$ cat src/rtl/spi_fe_pkg.sv
package spi_fe_pkg;
  localparam int BUS_W  = 32;
  localparam int ADDR_W = 6;
  localparam int THR_W  = 4;

  // word indices (byte offset / 4)
  localparam logic [3:0] IDX_CTRL = 4'h0;
  localparam logic [3:0] IDX_CLK  = 4'h1;
  localparam logic [3:0] IDX_TXW  = 4'h2;
  localparam logic [3:0] IDX_RXW  = 4'h3;
  localparam logic [3:0] IDX_FRM  = 4'h4;
  localparam logic [3:0] IDX_STAT = 4'h5;
  localparam logic [3:0] IDX_IEN  = 4'h6;
  localparam logic [3:0] IDX_ICLR = 4'h7;
  localparam logic [3:0] IDX_FCTL = 4'h8;
  localparam logic [3:0] IDX_DATA = 4'h9;

  // status bit positions
  localparam int ST_BUSY = 7;
  localparam int ST_TNF  = 5;
  localparam int ST_RNE  = 0;

  // queue-control bit positions
  localparam int FC_TXFL = 12;
  localparam int FC_RXFL = 4;
  localparam int FC_TXTH = 8;
  localparam int FC_RXTH = 0;

  // flag bit positions in the bus view
  localparam int IB_TC  = 4;
  localparam int IB_RC  = 3;
  localparam int IB_OVR = 0;

  // internal flag vector layout
  localparam int IRQ_N   = 3;
  localparam int IRQ_OVR = 0;
  localparam int IRQ_RC  = 1;
  localparam int IRQ_TC  = 2;
endpackage

$ cat src/rtl/spi_fe_fifo.sv
module spi_fe_fifo #(
  parameter int WIDTH = 32,
  parameter int DEPTH = 8
) (
  input  logic                       clk,
  input  logic                       rst_n,
  input  logic                       flush_i,
  input  logic                       push_i,
  input  logic [WIDTH-1:0]           data_i,
  input  logic                       pop_i,
  output logic [WIDTH-1:0]           head_o,
  output logic [$clog2(DEPTH):0]     count_o,
  output logic                       full_o,
  output logic                       empty_o
);
  localparam int PTR_W = (DEPTH > 1) ? $clog2(DEPTH) : 1;
  localparam int CNT_W = $clog2(DEPTH) + 1;
  localparam logic [PTR_W-1:0] LAST = PTR_W'(DEPTH - 1);

  logic [WIDTH-1:0] mem_q [DEPTH];
  logic [PTR_W-1:0] wr_q, wr_d, rd_q, rd_d;
  logic [CNT_W-1:0] cnt_q, cnt_d;
  logic             do_push, do_pop;

  assign full_o  = (cnt_q == CNT_W'(DEPTH));
  assign empty_o = (cnt_q == '0);
  assign do_push = push_i && !full_o && !flush_i;
  assign do_pop  = pop_i && !empty_o && !flush_i;
  assign head_o  = mem_q[rd_q];
  assign count_o = cnt_q;

  always_comb begin
    wr_d  = wr_q;
    rd_d  = rd_q;
    cnt_d = cnt_q;
    if (flush_i) begin
      wr_d  = '0;
      rd_d  = '0;
      cnt_d = '0;
    end else begin
      if (do_push) wr_d = (wr_q == LAST) ? '0 : wr_q + PTR_W'(1);
      if (do_pop)  rd_d = (rd_q == LAST) ? '0 : rd_q + PTR_W'(1);
      case ({do_push, do_pop})
        2'b10:   cnt_d = cnt_q + CNT_W'(1);
        2'b01:   cnt_d = cnt_q - CNT_W'(1);
        default: cnt_d = cnt_q;
      endcase
    end
  end

  always_ff @(posedge clk or negedge rst_n) begin
    if (!rst_n) begin
      wr_q  <= '0;
      rd_q  <= '0;
      cnt_q <= '0;
    end else begin
      wr_q  <= wr_d;
      rd_q  <= rd_d;
      cnt_q <= cnt_d;
    end
  end

  // storage: written only on an accepted push, no reset needed
  always_ff @(posedge clk) begin
    if (do_push) mem_q[wr_q] <= data_i;
  end
endmodule

$ cat src/rtl/spi_fe_regs.sv
module spi_fe_regs
  import spi_fe_pkg::*;
#(
  parameter int DATA_W = 32,
  parameter int CFG_W  = 16
) (
  input  logic              clk,
  input  logic              rst_n,
  input  logic              bus_sel_i,
  input  logic              bus_wr_i,
  input  logic [ADDR_W-1:0] bus_addr_i,
  input  logic [BUS_W-1:0]  bus_wdata_i,
  output logic [BUS_W-1:0]  bus_rdata_o,
  input  logic              tx_full_i,
  input  logic              tx_empty_i,
  input  logic              rx_empty_i,
  input  logic [DATA_W-1:0] rx_head_i,
  input  logic              eng_busy_i,
  input  logic [IRQ_N-1:0]  flags_i,
  output logic              ctrl_en_o,
  output logic [CFG_W-1:0]  cfg_clk_o,
  output logic [CFG_W-1:0]  cfg_txw_o,
  output logic [CFG_W-1:0]  cfg_rxw_o,
  output logic [CFG_W-1:0]  cfg_frame_o,
  output logic [IRQ_N-1:0]  ien_o,
  output logic [IRQ_N-1:0]  clr_o,
  output logic              tx_push_o,
  output logic [DATA_W-1:0] tx_wdata_o,
  output logic              rx_pop_o,
  output logic              tx_flush_o,
  output logic              rx_flush_o,
  output logic [THR_W-1:0]  tx_thr_o,
  output logic [THR_W-1:0]  rx_thr_o
);
  logic             aligned, wr_hit, rd_hit;
  logic [3:0]       idx;
  logic             we_ctrl, we_clk, we_txw, we_rxw, we_frm, we_ien, we_fctl;
  logic             en_q;
  logic [CFG_W-1:0] clk_q, txw_q, rxw_q, frm_q;
  logic [IRQ_N-1:0] ien_q, ien_d;
  logic [THR_W-1:0] txth_q, rxth_q;
  logic             txfl_q, rxfl_q, txfl_d, rxfl_d;
  logic [BUS_W-1:0] rd_word, rdata_q, stat_word, flag_word, ien_word;

  // ---------------- decode ----------------
  always_comb begin
    aligned = (bus_addr_i[1:0] == 2'b00);
    idx     = bus_addr_i[ADDR_W-1:2];
    wr_hit  = bus_sel_i && bus_wr_i && aligned;
    rd_hit  = bus_sel_i && !bus_wr_i && aligned;
    we_ctrl = wr_hit && (idx == IDX_CTRL);
    we_clk  = wr_hit && (idx == IDX_CLK);
    we_txw  = wr_hit && (idx == IDX_TXW);
    we_rxw  = wr_hit && (idx == IDX_RXW);
    we_frm  = wr_hit && (idx == IDX_FRM);
    we_ien  = wr_hit && (idx == IDX_IEN);
    we_fctl = wr_hit && (idx == IDX_FCTL);
  end

  // ---------------- next state ----------------
  always_comb begin
    ien_d = ien_q;
    ien_d[IRQ_TC]  = bus_wdata_i[IB_TC];
    ien_d[IRQ_RC]  = bus_wdata_i[IB_RC];
    ien_d[IRQ_OVR] = bus_wdata_i[IB_OVR];
    // flush requests live for one cycle only
    txfl_d = we_fctl && bus_wdata_i[FC_TXFL];
    rxfl_d = we_fctl && bus_wdata_i[FC_RXFL];
  end

  always_comb begin
    clr_o = '0;
    if (wr_hit && (idx == IDX_ICLR)) begin
      clr_o[IRQ_TC]  = bus_wdata_i[IB_TC];
      clr_o[IRQ_RC]  = bus_wdata_i[IB_RC];
      clr_o[IRQ_OVR] = bus_wdata_i[IB_OVR];
    end
  end

  // ---------------- read mux ----------------
  always_comb begin
    stat_word          = '0;
    stat_word[ST_BUSY] = eng_busy_i || !tx_empty_i;
    stat_word[ST_TNF]  = !tx_full_i;
    stat_word[ST_RNE]  = !rx_empty_i;
    flag_word          = '0;
    flag_word[IB_TC]   = flags_i[IRQ_TC];
    flag_word[IB_RC]   = flags_i[IRQ_RC];
    flag_word[IB_OVR]  = flags_i[IRQ_OVR];
    ien_word           = '0;
    ien_word[IB_TC]    = ien_q[IRQ_TC];
    ien_word[IB_RC]    = ien_q[IRQ_RC];
    ien_word[IB_OVR]   = ien_q[IRQ_OVR];
    rd_word            = '0;
    case (idx)
      IDX_CTRL: rd_word = BUS_W'(en_q);
      IDX_CLK:  rd_word = BUS_W'(clk_q);
      IDX_TXW:  rd_word = BUS_W'(txw_q);
      IDX_RXW:  rd_word = BUS_W'(rxw_q);
      IDX_FRM:  rd_word = BUS_W'(frm_q);
      IDX_STAT: rd_word = stat_word;
      IDX_IEN:  rd_word = ien_word;
      IDX_ICLR: rd_word = flag_word;
      IDX_FCTL: begin
        rd_word[FC_TXTH +: THR_W] = txth_q;
        rd_word[FC_RXTH +: THR_W] = rxth_q;
      end
      IDX_DATA: rd_word = rx_empty_i ? '0 : BUS_W'(rx_head_i);
      default:  rd_word = '0;
    endcase
  end

  // ---------------- registers ----------------
  always_ff @(posedge clk or negedge rst_n) begin
    if (!rst_n) begin
      en_q    <= 1'b0;
      clk_q   <= '0;
      txw_q   <= '0;
      rxw_q   <= '0;
      frm_q   <= '0;
      ien_q   <= '0;
      txth_q  <= '0;
      rxth_q  <= '0;
      txfl_q  <= 1'b0;
      rxfl_q  <= 1'b0;
      rdata_q <= '0;
    end else begin
      if (we_ctrl) en_q  <= bus_wdata_i[0];
      if (we_clk)  clk_q <= bus_wdata_i[CFG_W-1:0];
      if (we_txw)  txw_q <= bus_wdata_i[CFG_W-1:0];
      if (we_rxw)  rxw_q <= bus_wdata_i[CFG_W-1:0];
      if (we_frm)  frm_q <= bus_wdata_i[CFG_W-1:0];
      if (we_ien)  ien_q <= ien_d;
      if (we_fctl) begin
        txth_q <= bus_wdata_i[FC_TXTH +: THR_W];
        rxth_q <= bus_wdata_i[FC_RXTH +: THR_W];
      end
      txfl_q <= txfl_d;
      rxfl_q <= rxfl_d;
      if (rd_hit) rdata_q <= rd_word;
    end
  end

  assign bus_rdata_o = rdata_q;
  assign ctrl_en_o   = en_q;
  assign cfg_clk_o   = clk_q;
  assign cfg_txw_o   = txw_q;
  assign cfg_rxw_o   = rxw_q;
  assign cfg_frame_o = frm_q;
  assign ien_o       = ien_q;
  assign tx_push_o   = wr_hit && (idx == IDX_DATA);
  assign tx_wdata_o  = bus_wdata_i[DATA_W-1:0];
  assign rx_pop_o    = rd_hit && (idx == IDX_DATA);
  assign tx_flush_o  = txfl_q;
  assign rx_flush_o  = rxfl_q;
  assign tx_thr_o    = txth_q;
  assign rx_thr_o    = rxth_q;
endmodule

$ cat src/rtl/spi_fe_irq.sv
module spi_fe_irq
  import spi_fe_pkg::*;
(
  input  logic             clk,
  input  logic             rst_n,
  input  logic [IRQ_N-1:0] set_i,
  input  logic [IRQ_N-1:0] clr_i,
  input  logic [IRQ_N-1:0] ien_i,
  output logic [IRQ_N-1:0] flags_o,
  output logic             irq_o
);
  logic [IRQ_N-1:0] flags_q, flags_d;

  // a new event wins over a simultaneous clear
  always_comb begin
    flags_d = (flags_q & ~clr_i) | set_i;
  end

  always_ff @(posedge clk or negedge rst_n) begin
    if (!rst_n) flags_q <= '0;
    else        flags_q <= flags_d;
  end

  assign flags_o = flags_q;
  assign irq_o   = |(flags_q & ien_i);
endmodule

$ cat src/rtl/spi_regfe.sv
module spi_regfe
  import spi_fe_pkg::*;
#(
  parameter int DATA_W     = 32,
  parameter int CFG_W      = 16,
  parameter int FIFO_DEPTH = 8
) (
  input  logic              clk,
  input  logic              rst_n,
  input  logic              bus_sel_i,
  input  logic              bus_wr_i,
  input  logic [ADDR_W-1:0] bus_addr_i,
  input  logic [BUS_W-1:0]  bus_wdata_i,
  output logic [BUS_W-1:0]  bus_rdata_o,
  output logic              tx_word_valid_o,
  output logic [DATA_W-1:0] tx_word_data_o,
  input  logic              tx_word_ready_i,
  input  logic              rx_word_valid_i,
  input  logic [DATA_W-1:0] rx_word_data_i,
  input  logic              eng_busy_i,
  output logic              ctrl_en_o,
  output logic [CFG_W-1:0]  cfg_clk_o,
  output logic [CFG_W-1:0]  cfg_txw_o,
  output logic [CFG_W-1:0]  cfg_rxw_o,
  output logic [CFG_W-1:0]  cfg_frame_o,
  output logic              irq_o
);
  localparam int CNT_W = $clog2(FIFO_DEPTH) + 1;
  localparam int CMP_W = ((CNT_W > THR_W) ? CNT_W : THR_W) + 1;

  logic              ctrl_en;
  logic              tx_push, rx_pop, tx_flush, rx_flush;
  logic [DATA_W-1:0] tx_wdata, rx_head, tx_head;
  logic [CNT_W-1:0]  tx_cnt, rx_cnt;
  logic              tx_full, tx_empty, rx_full, rx_empty;
  logic [THR_W-1:0]  tx_thr, rx_thr;
  logic [IRQ_N-1:0]  irq_flags, irq_set, irq_clr, irq_ien;
  logic              tx_pop, rx_take, rx_store, rx_drop;
  logic [CMP_W-1:0]  tx_lvl_after, rx_lvl_after;

  spi_fe_regs #(.DATA_W(DATA_W), .CFG_W(CFG_W)) regs_i (
    .clk, .rst_n,
    .bus_sel_i, .bus_wr_i, .bus_addr_i, .bus_wdata_i, .bus_rdata_o,
    .tx_full_i(tx_full), .tx_empty_i(tx_empty), .rx_empty_i(rx_empty),
    .rx_head_i(rx_head), .eng_busy_i, .flags_i(irq_flags),
    .ctrl_en_o(ctrl_en), .cfg_clk_o, .cfg_txw_o, .cfg_rxw_o, .cfg_frame_o,
    .ien_o(irq_ien), .clr_o(irq_clr),
    .tx_push_o(tx_push), .tx_wdata_o(tx_wdata), .rx_pop_o(rx_pop),
    .tx_flush_o(tx_flush), .rx_flush_o(rx_flush),
    .tx_thr_o(tx_thr), .rx_thr_o(rx_thr)
  );

  spi_fe_fifo #(.WIDTH(DATA_W), .DEPTH(FIFO_DEPTH)) tx_fifo_i (
    .clk, .rst_n, .flush_i(tx_flush), .push_i(tx_push), .data_i(tx_wdata),
    .pop_i(tx_pop), .head_o(tx_head), .count_o(tx_cnt),
    .full_o(tx_full), .empty_o(tx_empty)
  );

  spi_fe_fifo #(.WIDTH(DATA_W), .DEPTH(FIFO_DEPTH)) rx_fifo_i (
    .clk, .rst_n, .flush_i(rx_flush), .push_i(rx_store), .data_i(rx_word_data_i),
    .pop_i(rx_pop), .head_o(rx_head), .count_o(rx_cnt),
    .full_o(rx_full), .empty_o(rx_empty)
  );

  // engine-side handshakes, gated by the enable
  always_comb begin
    tx_word_valid_o = ctrl_en && !tx_empty;
    tx_pop          = tx_word_valid_o && tx_word_ready_i;
    rx_take         = ctrl_en && rx_word_valid_i;
    rx_store        = rx_take && !rx_full;
    rx_drop         = rx_take && rx_full;
    tx_lvl_after    = CMP_W'(tx_cnt) - CMP_W'(1);
    rx_lvl_after    = CMP_W'(rx_cnt) + CMP_W'(1);
    irq_set          = '0;
    irq_set[IRQ_OVR] = rx_drop;
    irq_set[IRQ_RC]  = rx_store && (rx_lvl_after >= CMP_W'(rx_thr));
    irq_set[IRQ_TC]  = tx_pop && (tx_lvl_after <= CMP_W'(tx_thr));
  end

  spi_fe_irq irq_i (
    .clk, .rst_n, .set_i(irq_set), .clr_i(irq_clr), .ien_i(irq_ien),
    .flags_o(irq_flags), .irq_o
  );

  assign tx_word_data_o = tx_head;
  assign ctrl_en_o      = ctrl_en;
endmodule

$ cat config.mk
export PLATFORM = sky130hd
export DESIGN_NAME = spi_regfe
export DESIGN_NICKNAME = d
export VERILOG_FILES = /design/src/rtl/spi_fe_pkg.sv /design/src/rtl/spi_fe_fifo.sv /design/src/rtl/spi_fe_regs.sv /design/src/rtl/spi_fe_irq.sv /design/src/rtl/spi_regfe.sv
export SDC_FILE = /design/constraint.sdc
export NUM_CORES = 1
export LEC_CHECK = 0
export CORE_MARGIN = 5
export CORE_UTILIZATION = 35
export CTS_CLUSTER_SIZE = 10
export DETAILED_ROUTE_END_ITERATION = 16
export SLEW_MARGIN = 10
export SYNTH_ARGS = -nofsm -noshare
export SYNTH_HDL_FRONTEND = slang
export SYNTH_SLANG_ARGS = --single-unit
$ cat constraint.sdc
create_clock -name clk -period 10.4 [get_ports clk]
set_clock_uncertainty 0.05 [all_clocks]
set_input_delay 2.08 -clock clk [delete_from_list [all_inputs] [get_ports clk]]
set_output_delay 2.08 -clock clk [all_outputs]
set_load 0.1 [all_outputs]
==> metrics, run 1 <==
Flop pwr share 42.2%; worst-path maximum fanout 48; Sw Ratio 31.3%; Mean Syn Cell Area 19.2 sq um; Initial Util 35.2%; unrepaired setup endpoints after global routing no; Worst IR Drop VDD 0.133 mV; Max Fclk 162 MHz; hold path endpoint regs_i.bus_rdata_o[29]; Clock Tree Root clkbuf_16; fin crit period 6.18 ns; CTS Buf Count 76; global-route wire length before repair 97.9 mm; post-DR vias/cell 5.25; I/O pin count 208; status completed; TNS Setup 0 ns; CP required 8.27 ns; clock latency on the worst-skew pair 0.61 ns; Clock Path Buffers 3; power share of the combinational group 23.4%; Leak 0.0108 uW; mapped cell area 26,200 sq um; die area 80,400 sq um; Post-CTS Setup Inserts 0; Die H 284 um; Vias 13,818; post-synthesis instance total 1,367; Seq/Total Area, Yosys 71.4%; Power Density 223 nW/um^2; Hold Startpoint regs_i.bus_rdata_o[29]; RR Endpoint rx_fifo_i.count_o[3]; Tot GR Track Use 16.2%; Yosys reg bits 645; Area Growth Syn to Fin 21.0%; Syn. warnings 0; syn nets 1,467; most common cell after layout, fill and taps aside edfxtp_1; final hold viol count 0; slowest CP cell clkdlybuf4s50_1; initial antenna violation count 8; most frequent cells in the layout edfxtp_1, clkdlybuf4s50_1, mux4_2, dfrtp_1, mux2_2; Core Rows 100; final global-route overflow total 0; htree depth 3; initial DRC count 1,037; Arr. time, crit path 4.05 ns; CTS resizes 0; largest net degree at the start of global routing 74; drt first pass iters 6; final setup violation count 0; Post-synth EDFFs 512; clock power share 34.4%; critical path's largest stage delay 0.97 ns; WL/cell 25.2 um; Critical Path Sink Type output port; Critical Path Start Type flop; share of layout cells above drive strength 1 24.8%; r2r startpoint rx_fifo_i.count_o[0]; Reg clk slew, reported paths 0.06 ns; Pins Over Slew Limit 0; fin nets 1,711; Switch Pwr 2210 uW; final worst-path cycle share 59.4%; RePlAce Congestion 0.795; asr flop ratio synth 20.6%; I/O Buffers 207; Post-DP HPWL 41.9 mm; overall power 7050 uW; Routed Antenna Nets 0; worst hold path class flop to flop; kind of critical path flop to output port; Clock Sink Count 645; Min-Delay Path Depth 2; final wirelength 66.4 mm; core area 74,300 sq um; CTS tree built; crit-path cells buf_4 -> mux4_2 -> mux2_2 -> clkdlybuf4s50_1; DR DRC count 0; Int Power 4840 uW; R2R depth 10; Slew HR 20.0%; worst-margin pin slew 1.20 ns; Max-cap violations 0; vias in the first global route 14,403; Die W 284 um; Netlist cell types 72; leading register cell type out of synthesis edfxtp_1; r2r setup slk 6.62 ns; Hold-fix buffers, CTS 0
flip-flops by register name (all words and copies together) (netlist names), 16 cells and up:
name,flops
rx_fifo_i.mem_q,256
regs_i.cfg_txw_o,16
regs_i.cfg_rxw_o,16
tx_fifo_i.mem_q,256
regs_i.cfg_clk_o,16
regs_i.cfg_frame_o,16
regs_i.bus_rdata_o,32
through the flow:
stage,hold WS (ns),utilization (%),worst slack [ns],instances,instance area (sq um)
floorplan,0.420,-,3.88,1367,26200
global placement,0.417,39.6,4.24,2502,29400
detailed placement,0.420,39.6,4.12,2502,29400
CTS,0.433,42.6,4.10,2630,31700
global route,0.453,42.6,3.94,2630,31700
finish,0.426,42.6,4.22,2633,31700
power by group through the flow:
stage / logic, uW / registers (uW) / clock network [uW]
2_1_floorplan: 1120 / 3150 / 0
4_1_cts: 1670 / 2980 / 2490
3_5_place_dp: 1670 / 3030 / 0
6_report: 1650 / 2970 / 2430
5_1_grt: 1740 / 2990 / 2610
3_3_place_gp: 1650 / 3020 / 0
critical path: cells and delay by family (launching register included):
kind	cells	cell delay, ns
muxes	2	0.90
DFF	1	0.67
buffers and inverters	2	1.78
cell type report:
type	count	area [sq um]
Sequential cell	645	18700
Clock inverter	9	120
Multi-Input combinational cell	637	7150
Clock buffer	119	2140
Inverter	15	56.3
Antenna cell	3	7.51
Tap cell	969	1210
Fill cell	6599	42600
Timing Repair Buffer	236	2290
cell usage after synthesis, drive strengths merged (5+ instances only):
cell type,count,area share [%]
xnor2,5,0.17
nand2,69,1.0
inv,15,0.22
nor2b,13,0.31
o211ai,12,0.34
o21ai,27,0.52
mux4,128,11
nand3b,17,0.49
mux2i,39,1.5
clkbuf,23,0.33
nor3b,6,0.25
a21boi,6,0.17
nor3,12,0.23
mux2,124,5.5
a21oi,14,0.27
nand2b,9,0.22
a222oi,5,0.19
and2,6,0.15
a22o,5,0.17
dfrtp,133,13
buf,47,1.1
or3,10,0.24
and3,5,0.12
nor2,24,0.34
ha,22,1.1
nand3,6,0.13
a32oi,6,0.20
edfxtp,512,59
metal layers:
layer / GRT usage, % / part of all wire, %
met4: 4.05 / 2.0
met1: 20.7 / 41
met5: 0 / 0.10
met3: 6.18 / 8.9
met2: 26.2 / 48
kinds of logic after synthesis:
| group | count (synthesis) | share of synthesized area, % |
|---|---|---|
| buf+inv | 85 | 1.64 |
| simple gates | 200 | 4.38 |
| mux | 291 | 18.0 |
| compound gates | 115 | 3.15 |
| flops | 645 | 71.4 |
| fa+ha+maj | 23 | 1.13 |
| xor+xnor | 8 | 0.268 |
worst max path at each step:
| stage | from | end | slack [ns] | depth (start not counted) |
|---|---|---|---|---|
| 2_1_floorplan | rx_word_valid_i | rx_fifo_i.mem_q[6][0] | 3.88 | 4 |
| 3_3_place_gp | bus_addr_i[3] | rx_fifo_i.count_o[3] | 4.24 | 9 |
| 3_5_place_dp | bus_addr_i[3] | rx_fifo_i.count_o[3] | 4.12 | 9 |
| 4_1_cts | tx_fifo_i.rd_q[0] | tx_word_data_o[8] | 4.10 | 4 |
| 5_1_grt | tx_fifo_i.rd_q[0] | tx_word_data_o[13] | 3.94 | 4 |
| 6_report | tx_fifo_i.rd_q[0] | tx_word_data_o[13] | 4.22 | 4 |
Note: power is estimated with default switching activity, not from simulation.
==> run 2: changes to the inputs <==
==> constraint.sdc (replaced) <==
create_clock -name clk -period 6.2 [get_ports clk]
set_clock_uncertainty 0.05 [all_clocks]
set_input_delay 1.24 -clock clk [delete_from_list [all_inputs] [get_ports clk]]
set_output_delay 1.24 -clock clk [all_outputs]
set_load 0.1 [all_outputs]
==> run 2 against run 1 <==
Net effect:
- count of clock-buffer cells in the layout down 9
- total power grew 69%
- sequential share of layout area decreased by 0.17 points
- sequential power increased by 70%
- first-iteration DRC count rose by 12%
- core utilization increased by 0.12 points
- die area unchanged
- critical path depth unchanged
- routed wire length is 1.4% higher
- combinational power rose by 67%
- largest power group unchanged
==> metrics, run 2 (synthesized netlist as in run 1, its figures left out) <==
RR Endpoint rx_fifo_i.count_o[3]; Int Power 8180 uW (+69%); Clock Path Buffers 3 (unchanged); most common cell after layout, fill and taps aside edfxtp_1; CTS Buf Count 77 (+1.3%); Worst IR Drop VDD 0.243 mV (+82%); dpl ws 1.59 ns (-2.52 ns); status completed; Switch Pwr 3720 uW (+68%); final global-route overflow total 0 (unchanged); WL/cell 25.6 um (+1.3%); worst-margin pin slew 1.22 ns (+0.0220 ns); RePlAce Congestion 0.783 (-1.5%); final setup violation count 0 (unchanged); CP required 4.91 ns (-3.36 ns); Arr. time, crit path 3.71 ns (-0.34 ns); Sw Ratio 31.2% (-0.10 points); CP top delay family buffers and inverters; design area 31,800 sq um (+0.29%); Die H 284 um (unchanged); largest net degree at the start of global routing 87 (+18%); Min-Delay Path Depth 2 (unchanged); global-route wire length before repair 99.5 mm (+1.6%); Routed Antenna Nets 0 (unchanged); CTS tree built; critical path's largest stage delay 0.98 ns (about the same); Reg clk slew, reported paths 0.05 ns (about the same); fin crit period 5.00 ns; drt first pass iters 5 (-1); R2R depth 11 (+1); min setup slack post-route 1.20 ns (-3.01 ns); die area 80,400 sq um (unchanged); Post-Layout Cell Count 2,634 (+0.038%); Critical Path Start Type flop; Area after DPL 29,500 sq um (+0.21%); kind of critical path flop to output port; crit-path cells buf_12 -> mux4_2 -> mux2_2 -> clkdlybuf4s50_1; area of the multi-input gates 7170 sq um (+0.30%); Hold Startpoint regs_i.bus_rdata_o[19]; Initial Util 35.2% (unchanged); final hold viol count 0 (unchanged); Die W 284 um (unchanged); worst-path maximum fanout 34 (-29%); r2r startpoint rx_fifo_i.count_o[0]; clock power share 34.6% (+0.2 points); Vias 13,703 (-0.83%); I/O Buffers 207 (unchanged); initial DRC count 1,162 (+12%); htree depth 3 (unchanged); Max-cap violations 0 (unchanged); DP Cell Count 2,507 (+0.20%); worst hold path class flop to flop; hold path endpoint regs_i.bus_rdata_o[19]; power share of the combinational group 23.1% (-0.3 points); post-DR vias/cell 5.20 (-0.87%); WP buf/inv 2 (unchanged); r2r setup slk 2.84 ns (-3.78 ns); FF+latch area 18,700 sq um (unchanged); share of layout cells above drive strength 1 25.2% (+0.41 points); I/O pin count 208 (unchanged); final wirelength 67.3 mm (+1.4%); clock latency on the worst-skew pair 0.62 ns (about the same); Tot GR Track Use 16.5% (+0.32 points); slowest CP cell clkdlybuf4s50_1; final worst-path cycle share 80.6%; vias in the first global route 14,510 (+0.74%); Flop pwr share 42.3% (about the same); CTS resizes 0 (unchanged); DR DRC count 0 (unchanged); Pins Over Slew Limit 0 (unchanged); initial antenna violation count 8 (unchanged); Area Growth Syn to Fin 21.4%; TNS Setup 0 ns (unchanged); Post-DP HPWL 43.4 mm (+3.7%); Slew HR 18.6% (-1.5 points); Core Rows 100 (unchanged); unrepaired setup endpoints after global routing no; Max Fclk 200 MHz; Power Density 374 nW/um^2 (+68%); Clock Sink Count 645 (unchanged); core area 74,300 sq um (unchanged); Leak 0.0108 uW (+0.43%); Critical Path Sink Type output port; Post-CTS Setup Inserts 0 (unchanged); fin nets 1,717 (+0.35%); Hold-fix buffers, CTS 0 (unchanged); fillers 6,533 (-1.0%); Clock Tree Root clkbuf_16; most frequent cells in the layout edfxtp_1, clkdlybuf4s50_1, mux4_2, dfrtp_1, mux2_2
## run 2: cell types whose count changed in the layout (fill, tap and decap cells not counted)
cell	delta
buf_12	+1
clkbuf_1	-8
bufinv_16	+2
nor4_2	-1
inv_16	-1
clkinv_1	+2
clkbuf_8	-1
nor3_2	-2
nor3_4	+2
nor4_4	+1
buf_4	+4
inv_6	+2
## run 2: worst max path at each step
stage | startpoint | endpoint | slack [ns] | cells after the start
after CTS | tx_fifo_i.rd_q[0] | tx_word_data_o[20] | 1.08 | 4
after global routing | tx_fifo_i.rd_q[0] | tx_word_data_o[20] | 1.0 | 4
final | tx_fifo_i.rd_q[0] | tx_word_data_o[23] | 1.20 | 4
after floorplan | rx_word_valid_i | rx_fifo_i.mem_q[6][0] | 0.52 | 4
after detailed placement | bus_addr_i[2] | rx_fifo_i.count_o[3] | 1.59 | 11
after global placement | bus_addr_i[2] | rx_fifo_i.count_o[3] | 1.60 | 11
## run 2: metal layers
layer	global-route usage (%)	up-vias	routed length (um)
met5	0	-	55
li1	-	6008	-
met4	3.97	8	1390
met1	21.2	7165	27300
met2	26.8	414	32700
met3	6.33	108	5920
## run 2: stage by stage
step,hold slack (ns),total power (uW),util [%]
CTS,0.445,12100,42.7
global route,0.464,12400,42.8
floorplan,0.420,7150,-
detailed placement,0.423,7900,39.7
finish,0.439,11900,42.8
global placement,0.422,7870,39.7
## run 2: layout make-up
| cell class | instances | area share (%) |
|---|---|---|
| Sequential cell | 645 | 58.9 |
| Multi-Input combinational cell | 637 | 22.6 |
| Clock inverter | 14 | 0.583 |
| Antenna cell | 3 | 0.0236 |
| Clock buffer | 110 | 6.58 |
| Tap cell | 969 | 3.81 |
| Inverter | 15 | 0.177 |
| Timing Repair Buffer | 241 | 7.37 |
## run 2: worst reg2reg max path: stages, from the launching register on
cell and delay (ns):
dfrtp_1 0.48, inv_1 0.12, ha_1 0.17, or3b_2 0.53
nand3_2 0.10, buf_4 0.35, nor3_1 0.17, ha_1 0.36
and3_1 0.21, o211a_1 0.22, mux2i_1 0.14, mux2_2 0.35
## run 2: power by group through the flow
| stage | sequential [uW] | clock, uW | combinational (uW) |
|---|---|---|---|
| 6_report | 5040 | 4120 | 2750 |
| 3_3_place_gp | 5120 | 0 | 2740 |
| 4_1_cts | 5040 | 4240 | 2780 |
| 2_1_floorplan | 5280 | 0 | 1870 |
| 5_1_grt | 5060 | 4430 | 2890 |
| 3_5_place_dp | 5130 | 0 | 2770 |
==> run 3: changes to the inputs <==
==> constraint.sdc (replaced) <==
create_clock -name clk -period 4.07 [get_ports clk]
set_clock_uncertainty 0.05 [all_clocks]
set_input_delay 0.814 -clock clk [delete_from_list [all_inputs] [get_ports clk]]
set_output_delay 0.814 -clock clk [all_outputs]
set_load 0.1 [all_outputs]
==> run 3 against run 2 <==
Net effect:
- sequential power grew 51%
- count of clock-buffer cells in the layout is 7 higher
- non-clock buffer count grew 13
- sequential share of layout area shrank 0.18 points
- critical endpoint is now tx_word_data_o[21]
- total power up 51%
- highest routed layer unchanged
- largest power group unchanged
==> metrics, run 3 (synthesized netlist as in run 1, its figures left out) <==
Vias 13,752 (+0.36%); initial antenna violation count 9 (+1); final hold viol count 0 (unchanged); Post-DP HPWL 43.1 mm (-0.74%); most common cell after layout, fill and taps aside edfxtp_1; Core Rows 100 (unchanged); global-route wire length before repair 98.6 mm (-0.91%); Worst IR Drop VDD 0.299 mV (+23%); Critical Path Start Type flop; crit-path cells buf_4 -> mux4_2 -> mux2_2 -> buf_4; WL/cell 25.1 um (-1.7%); CTS Buf Count 75 (-2.6%); Pins Over Slew Limit 0 (unchanged); CP required 3.21 ns (-1.70 ns); Power Density 565 nW/um^2 (+51%); fin nets 1,728 (+0.64%); cell repeated most along the worst path buf_4; CTS resizes 0 (unchanged); htree depth 3 (unchanged); Tot GR Track Use 16.3% (-0.23 points); CTS tree built; kind of critical path flop to output port; final setup violation count 0 (unchanged); final core utilization 42.9% (+0.13 points); Clock Tree Root clkbuf_16; Area Growth Syn to Fin 21.7%; fin crit period 3.77 ns; worst-margin pin slew 1.20 ns (-0.0210 ns); Die W 284 um (unchanged); share of layout cells above drive strength 1 28.0% (+2.8 points); vias in the first global route 14,637 (+0.88%); Clock Path Buffers 3 (unchanged); final worst-path cycle share 92.5%; die area 80,400 sq um (unchanged); Max-cap violations 0 (unchanged); drt first pass iters 5 (unchanged); Leak 0.0109 uW (+0.94%); clock latency on the worst-skew pair 0.60 ns (-0.02 ns); CP top delay family multiplexers; Critical Path Sink Type output port; Hold-fix buffers, CTS 0 (unchanged); final wirelength 66.5 mm (-1.3%); slowest CP cell dfrtp_4; DR DRC count 0 (unchanged); Post-CTS Setup Inserts 0 (unchanged); post-DR vias/cell 5.20 (about the same); final global-route overflow total 0 (unchanged); WP buf/inv 2 (unchanged); I/O pin count 208 (unchanged); I/O Buffers 207 (unchanged); worst hold path class input pin to async pin; RePlAce Congestion 0.790 (+0.95%); Arr. time, crit path 2.90 ns (-0.81 ns); worst-path maximum fanout 29 (-15%); overall power 18,000 uW (+51%); Die H 284 um (unchanged); status completed; initial DRC count 1,077 (-7.3%); Reg clk slew, reported paths 0.06 ns (about the same); unrepaired setup endpoints after global routing no; Routed Antenna Nets 0 (unchanged); most frequent cells in the layout edfxtp_1, clkdlybuf4s50_1, mux4_2, dfrtp_1, mux2_2; largest net degree at the start of global routing 65 (-25%); critical path's largest stage delay 0.79 ns (-0.19 ns); Clock Sink Count 645 (unchanged); core area 74,300 sq um (unchanged); Slew HR 20.0% (+1.4 points); Max Fclk 266 MHz; Initial Util 35.2% (unchanged)
[run 3: cell types whose count changed in the layout (fill, tap and decap cells not counted), sizes merged]
cell,before,now
inv,18,15
bufinv,2,1
clkdlybuf4s50,206,165
clkbuf,110,117
clkinv,9,4
buf,35,89
[run 3: cell type report]
cell class / instances / area, sq um
fillers: 6543 / 42400
flip-flops and latches: 645 / 18700
multi-input cells: 637 / 7210
repair buffers: 254 / 2460
clock buffers: 117 / 2120
well taps: 969 / 1210
clock inverters: 5 / 101
inverters: 15 / 56.3
diodes: 3 / 7.51
[run 3: worst paths after layout]
check / startpoint / endpoint / slack, ns / cells past startpoint
setup / recovery: tx_fifo_i.rd_q[0] / tx_word_data_o[21] / 0.30 / 4
min in group clk: regs_i.bus_rdata_o[23] / regs_i.bus_rdata_o[23] / 0.43 / 2
hold reg to reg: regs_i.bus_rdata_o[23] / regs_i.bus_rdata_o[23] / 0.43 / 2
max in group asynchronous: rst_n / regs_i.cfg_rxw_o[6] / 2.93 / 2
setup reg to reg: tx_fifo_i.count_o[0] / tx_fifo_i.count_o[2] / 1.00 / 10
hold / removal: rst_n / regs_i.bus_rdata_o[6] / 0.14 / 1
[run 3: per-layer routing]
| layer | up-vias | track usage (%) | routed length, um | part of all wire, % |
|---|---|---|---|---|
| met4 | 8 | 3.64 | 1280 | 1.9 |
| li1 | 6044 | - | - | - |
| met5 | - | 0 | 53 | 0.080 |
| met3 | 97 | 6.84 | 6040 | 9.1 |
| met2 | 336 | 26.4 | 31900 | 48 |
| met1 | 7267 | 20.6 | 27200 | 41 |
[run 3: worst register-to-register path, cell delays in order, from the launching register on]
cell and delay (ns):
dfrtp_1 0.46, inv_1 0.09, ha_1 0.25, nor3b_2 0.21, nor2_1 0.33, nand3b_1 0.15, xnor2_1 0.15, ha_1 0.19
or4_1 0.51, mux2i_1 0.18, mux2_2 0.36
[run 3: per-stage QoR]
stage | std cells | hold WS [ns] | setup slack [ns] | setup TNS [ns] | instance area (sq um)
floorplan | 1367 | 0.420 | -0.245 | -23.55 | 26200
global placement | 2520 | 0.418 | 0.274 | 0 | 29700
detailed placement | 2520 | 0.424 | 0.302 | 0 | 29700
CTS | 2642 | 0.140 | 0.189 | 0 | 31900
global route | 2642 | 0.166 | 0.101 | 0 | 31900
finish | 2645 | 0.144 | 0.304 | 0 | 31900
[run 3: report_power, final]
group | internal (uW) | switching, uW
Combinational | 1440 | 2810
Clock | 3620 | 2510
Sequential | 7300 | 302
